$ cat config.mk
export PLATFORM = sky130hd
export DESIGN_NAME = ra_mode_ctrl
export DESIGN_NICKNAME = d
export VERILOG_FILES = /design/src/rtl/ra_pkg.sv /design/src/rtl/ra_br_resolve.sv /design/src/rtl/ra_line_step.sv /design/src/rtl/ra_mode_ctrl.sv
export SDC_FILE = /design/constraint.sdc
export NUM_CORES = 1
export LEC_CHECK = 0
export BUFFER_PORTS_ARGS = -buffer_cell sky130_fd_sc_hd__buf_4
export CORE_MARGIN = 5
export CORE_UTILIZATION = 40
export DETAILED_ROUTE_END_ITERATION = 16
export GPL_ROUTABILITY_DRIVEN = 1
export PLACE_DENSITY = 0.67
export SETUP_SLACK_MARGIN = 0.02
export SLEW_MARGIN = 10
export SYNTH_ARGS = -nofsm -noshare
export SYNTH_HDL_FRONTEND = slang
export SYNTH_SLANG_ARGS = --single-unit
export TNS_END_PERCENT = 10
$ cat constraint.sdc
create_clock -name clk -period 3.75 [get_ports clk]
set_input_delay 0.75 -clock clk [delete_from_list [all_inputs] [get_ports clk]]
set_output_delay 0.75 -clock clk [all_outputs]
set_load 0.1 [all_outputs]
$ cat src/rtl/ra_pkg.sv
package ra_pkg;

    typedef enum logic [1:0] {
        RA_NORMAL = 2'd0,
        RA_RUN    = 2'd1,
        RA_HOLD   = 2'd2
    } ra_state_e;

endpackage

$ cat src/rtl/ra_br_resolve.sv
// Decides how a control transfer is resolved, given the current mode,
// the captured policy and the invalid flags of its operands.
module ra_br_resolve #(
    parameter int PC_W = 32
) (
    input  logic            in_ra,
    input  logic            aggr,
    input  logic            br_v,
    input  logic            br_inv,
    input  logic            br_taken,
    input  logic            br_pred,
    input  logic            jv_in,
    input  logic            j_inv,
    input  logic            j_ret,
    input  logic [PC_W-1:0] j_tgt,
    input  logic [PC_W-1:0] ras_top,
    output logic            dir_v,
    output logic            dir_t,
    output logic            jv_out,
    output logic [PC_W-1:0] jpc,
    output logic            hold_req
);

    logic br_spec;
    logic j_spec;
    logic j_spec_ok;
    logic br_block;
    logic j_block;

    always_comb begin
        br_spec   = in_ra && br_inv;
        j_spec    = in_ra && j_inv;
        j_spec_ok = aggr && j_ret;
        br_block  = br_v && br_spec && !aggr;
        j_block   = jv_in && j_spec && !j_spec_ok;
        hold_req  = br_block || j_block;
        dir_v     = br_v && !br_block && !hold_req;
        dir_t     = br_spec ? br_pred : br_taken;
        jv_out    = jv_in && !j_block && !hold_req;
        jpc       = j_spec ? ras_top : j_tgt;
    end

endmodule

$ cat src/rtl/ra_line_step.sv
// Address of the first instruction of the next sequential cache line.
module ra_line_step #(
    parameter int PC_W       = 32,
    parameter int LINE_BYTES = 32
) (
    input  logic [PC_W-1:0] pc,
    output logic [PC_W-1:0] next_line
);

    localparam int OFF_W = $clog2(LINE_BYTES);

    generate
        if (OFF_W == 0) begin : g_unit
            assign next_line = pc + PC_W'(1);
        end else begin : g_line
            logic [PC_W-1:0] base;
            assign base      = {pc[PC_W-1:OFF_W], {OFF_W{1'b0}}};
            assign next_line = base + PC_W'(LINE_BYTES);
        end
    endgenerate

endmodule

$ cat src/rtl/ra_mode_ctrl.sv
module ra_mode_ctrl
    import ra_pkg::*;
#(
    parameter int PC_W       = 32,
    parameter int LINE_BYTES = 32
) (
    input  logic            clk,
    input  logic            rst_n,
    input  logic            imiss_i,
    input  logic            dmiss_i,
    input  logic [PC_W-1:0] miss_pc_i,
    input  logic            done_i,
    input  logic            policy_aggr_i,
    input  logic            br_valid_i,
    input  logic            br_inv_i,
    input  logic            br_taken_i,
    input  logic            br_pred_i,
    input  logic            jmp_valid_i,
    input  logic            jmp_inv_i,
    input  logic            jmp_ret_i,
    input  logic [PC_W-1:0] jmp_tgt_i,
    input  logic [PC_W-1:0] ras_top_i,
    output logic            ckpt_o,
    output logic            restore_o,
    output logic            inv_clear_o,
    output logic            redirect_valid_o,
    output logic [PC_W-1:0] redirect_pc_o,
    output logic            dir_valid_o,
    output logic            dir_taken_o,
    output logic            jmp_valid_o,
    output logic [PC_W-1:0] jmp_pc_o,
    output logic            stall_o,
    output logic            runahead_o
);

    typedef struct packed {
        ra_state_e       st;
        logic            aggr;
        logic [PC_W-1:0] spc;
        logic            ckpt;
        logic            rest;
        logic            clr;
        logic            rv;
        logic [PC_W-1:0] rpc;
        logic            dv;
        logic            dt;
        logic            jv;
        logic [PC_W-1:0] jpc;
    } ctrl_t;

    ctrl_t r_q, r_d;

    logic            res_dv, res_dt, res_jv, res_hold;
    logic [PC_W-1:0] res_jpc;
    logic [PC_W-1:0] line_pc;
    logic            in_ra;

    assign in_ra = (r_q.st != RA_NORMAL);

    ra_br_resolve #(.PC_W(PC_W)) u_res (
        .in_ra    (in_ra),
        .aggr     (r_q.aggr),
        .br_v     (br_valid_i),
        .br_inv   (br_inv_i),
        .br_taken (br_taken_i),
        .br_pred  (br_pred_i),
        .jv_in    (jmp_valid_i),
        .j_inv    (jmp_inv_i),
        .j_ret    (jmp_ret_i),
        .j_tgt    (jmp_tgt_i),
        .ras_top  (ras_top_i),
        .dir_v    (res_dv),
        .dir_t    (res_dt),
        .jv_out   (res_jv),
        .jpc      (res_jpc),
        .hold_req (res_hold)
    );

    ra_line_step #(.PC_W(PC_W), .LINE_BYTES(LINE_BYTES)) u_line (
        .pc        (miss_pc_i),
        .next_line (line_pc)
    );

    always_comb begin
        r_d      = r_q;
        r_d.ckpt = 1'b0;
        r_d.rest = 1'b0;
        r_d.clr  = 1'b0;
        r_d.rv   = 1'b0;
        r_d.dv   = 1'b0;
        r_d.jv   = 1'b0;
        r_d.dt   = res_dt;
        r_d.jpc  = res_jpc;
        unique case (r_q.st)
            RA_NORMAL: begin
                r_d.dv = res_dv;
                r_d.jv = res_jv;
                if (imiss_i || dmiss_i) begin
                    r_d.st   = RA_RUN;
                    r_d.aggr = policy_aggr_i;
                    r_d.spc  = miss_pc_i;
                    r_d.ckpt = 1'b1;
                    if (imiss_i) begin
                        r_d.rv  = 1'b1;
                        r_d.rpc = line_pc;
                    end
                end
            end
            RA_RUN: begin
                if (done_i) begin
                    r_d.st   = RA_NORMAL;
                    r_d.rest = 1'b1;
                    r_d.clr  = 1'b1;
                    r_d.rv   = 1'b1;
                    r_d.rpc  = r_q.spc;
                end else if (res_hold) begin
                    r_d.st = RA_HOLD;
                end else begin
                    r_d.dv = res_dv;
                    r_d.jv = res_jv;
                end
            end
            RA_HOLD: begin
                if (done_i) begin
                    r_d.st   = RA_NORMAL;
                    r_d.rest = 1'b1;
                    r_d.clr  = 1'b1;
                    r_d.rv   = 1'b1;
                    r_d.rpc  = r_q.spc;
                end
            end
            default: r_d.st = RA_NORMAL;
        endcase
    end

    always_ff @(posedge clk) begin
        if (!rst_n) begin
            r_q <= '0;
        end else begin
            r_q <= r_d;
        end
    end

    assign ckpt_o           = r_q.ckpt;
    assign restore_o        = r_q.rest;
    assign inv_clear_o      = r_q.clr;
    assign redirect_valid_o = r_q.rv;
    assign redirect_pc_o    = r_q.rpc;
    assign dir_valid_o      = r_q.dv;
    assign dir_taken_o      = r_q.dt;
    assign jmp_valid_o      = r_q.jv;
    assign jmp_pc_o         = r_q.jpc;
    assign stall_o          = (r_q.st == RA_HOLD);
    assign runahead_o       = in_ra;

endmodule

==> results.ini <==
[outcome]
status = finished, final reports clean

[floorplan]
die_area_um2 = 15700
coreArea_um2 = 13100
rows = 42
die_y_um = 125
io_pins = 182
die_w_um = 125
start_util_pct = 40.5

[worst_setup_path]
cp_num_buf_inv = 2
crit_chain = inv_1, ha_1, nand2b_1, nand3_1, buf_4, a2111oi_0, nor4_1
worstReg2RegStart = r_q[104]
critPathMaxFanout = 16
worstSetupStartpoint = r_q[104]
crit_type = flip-flop to flip-flop
required_ns = 3.96
setup.worst_path.start_class = flip-flop
critPathTopFamily = simple AND/OR/NAND/NOR gates
cpMaxStageDelayCell = nand3_1
cp_slowest_stage_delay_ns = 0.45
critPathArrivalTime_ns = 2.96
crit_path_end_kind = flip-flop

[synthesis]
yosys.area.top_type = dfxtp_1
synth_edf_count = 0
yosysUniqueCellTypes = 53
synth-xor-area-share_pct = 0.494
ys_warn_count = 0
synth_compound_area_share_pct = 19.2
postSynth.asyncResetShare_pct = 0
synth_top_cells_by_area = dfxtp_1, nand2_1, buf_4, a21oi_1, clkbuf_1
synth_seq_cells = 105
syn_area_um2 = 5320
synth_fa_ha_area_share_pct = 1.18
synthMuxAreaShare_pct = 1.13
synth.yosys.seq_area_share_pct = 39.5
ys.flop_type = dfxtp_1
syn_nets = 808
synth_top_family_by_area = simple AND/OR/NAND/NOR gates
synth-simple-area-share_pct = 25.0
synth_top_area_share_pct = 39.5
syn_area_per_cell_um2 = 7.67
synthCells = 694

[place]
gp_congestion = 0.892
hpwl_mm = 11.8
port_buffers = 181

[layout]
drive_gt1_share_pct = 26.8
nets = 894
area_delta_synth_final_pct = 24.0
mostFrequentLayoutCell = buf_4
final_cell_mix = buf_4, nand2_1, dfxtp_1
diodes = 0

[route]
num_vias = 5190
ant_nets = 0
via_per_inst = 5.40
wl_per_cell_um = 17.2
wl_mm = 16.6
drc = 0
dr.pass1.iters = 7
drt_iter0_markers = 298

[global_route]
use_met3_pct = 5.20
use_met1_pct = 26.3
grt_usage_pct = 20.7
grt-busiest-layer = met2
grt_pass1_wl_mm = 26.7
overflow = 0
grt_max_degree = 52
grt_use_met2_pct = 34.2
grt_pass1_vias = 5136
antenna_found_initial = 0

[sta]
clock.fmax_mhz = 364
clock_skew_ns = 0.00481
final_hold_viol_count = 0
setup_viol = 0
maxSlewHeadroom_pct = 32.6
hold_ws_ns = 0.459
post-route-period-util_pct = 73.3
final.min_clock_period_ns = 2.75
finalSetupTns_ns = 0
rsz0062_at_grt = false
slew_viol_final = 0
worst_pin_slew_ns = 1.01

[cts]
cts_setup_buffers = 0
cts_inserted_buffers = 9
holdBufCountCts = 0
cts_buffer_depth = 2
cts_root_buffer = clkbuf_16
cts.sink_count = 105
insertion_delay_ns = 0.34
h-tree-depth = 3
cts_tree = built
cts_resized = 0
clkTransAtPathRegs_ns = 0.07

[run]
maxCapViolCount = 0

[power]
p_per_area_nw_per_um2 = 574
irDropWorstVdd_mv = 0.254
total_leakage_power_nw = 2.82

[hold_path]
holdCritStartpoint = r_q[84]
hp-class = flip-flop to flip-flop

## final timing paths
check                 endpoint  slack, ns  cells after the start
min reg2reg            r_q[84]       0.46                      2
min                    r_q[84]       0.46                      2
max reg2reg  redirect_pc_o[21]       1.00                      7
max          redirect_pc_o[21]       1.00                      7
## registers in the layout, indices dropped and copies added (netlist names)
| register | flops |
|---|---|
| r_q | 35 |
| jmp_pc_o | 32 |
| redirect_pc_o | 32 |
| ckpt_o | 1 |
| dir_taken_o | 1 |
| dir_valid_o | 1 |
| jmp_valid_o | 1 |
| redirect_valid_o | 1 |
| restore_o | 1 |
## cells in the mapped netlist (all sizes together), types with 2 or more instances
cell type	n
a2111oi	4
a211o	3
a211oi	4
a21oi	93
a221oi	8
a31oi	12
and2	5
and3	14
and4b	2
buf	73
clkbuf	41
dfxtp	105
ha	5
inv	10
mux2i	6
nand2	150
nand2b	4
nand3	22
nand4	10
nand4b	2
nor2	21
nor2b	5
nor3	17
nor4	10
o211ai	5
o21a	4
o21ai	22
o221ai	5
o31a	2
or3	8
or4	6
xnor2	2
## worst min-delay path, stage by stage (launching register included)
cell and delay (ns):
dfxtp_1 0.31, nand2_1 0.05, a21oi_1 0.05
## power by group
part	internal [W]	switching [W]
clock	0.000541	0.000413
combinational	0.000367	0.00114
sequential	0.00125	0.0000724
total	0.00216	0.00163
## metal layers
layer	vias up	wire (µm)
li1	2531	-
met1	2399	6940
met2	237	7790
met3	23	1510
met4	0	303
met5	-	0
## kinds of logic (layout without fill, tap and decap cells)
logic type      after synthesis  in the layout
compound gates              171            171
xor+xnor                      3              3
fa+ha+maj                     5              5
buf+inv                     124            215
flops                       105            105
mux                           6              6
simple gates                280            280
## stage by stage
step / utilization (%) / std cells / setup WS, ns / total power, W / area (µm²)
2_1_floorplan: - / 694 / 1.47 / 0.00255 / 5320
3_3_place_gp: 47.9 / 945 / 1.10 / 0.00283 / 6290
3_5_place_dp: 47.9 / 945 / 1.06 / 0.00285 / 6290
4_1_cts: 50.2 / 961 / 1.13 / 0.00381 / 6590
5_1_grt: 50.2 / 961 / 0.820 / 0.00396 / 6600
6_report: 50.2 / 961 / 1.00 / 0.00379 / 6600
## layout make-up
cell class | instances | area [µm²]
Clock inverter | 3 | 47.5
Multi-Input combinational cell | 465 | 2520
Sequential cell | 105 | 2100
Timing Repair Buffer | 189 | 1420
Fill cell | 1314 | 6540
Tap cell | 176 | 220
Inverter | 10 | 37.5
Clock buffer | 13 | 250
Note: power is estimated with default switching activity, not from simulation.
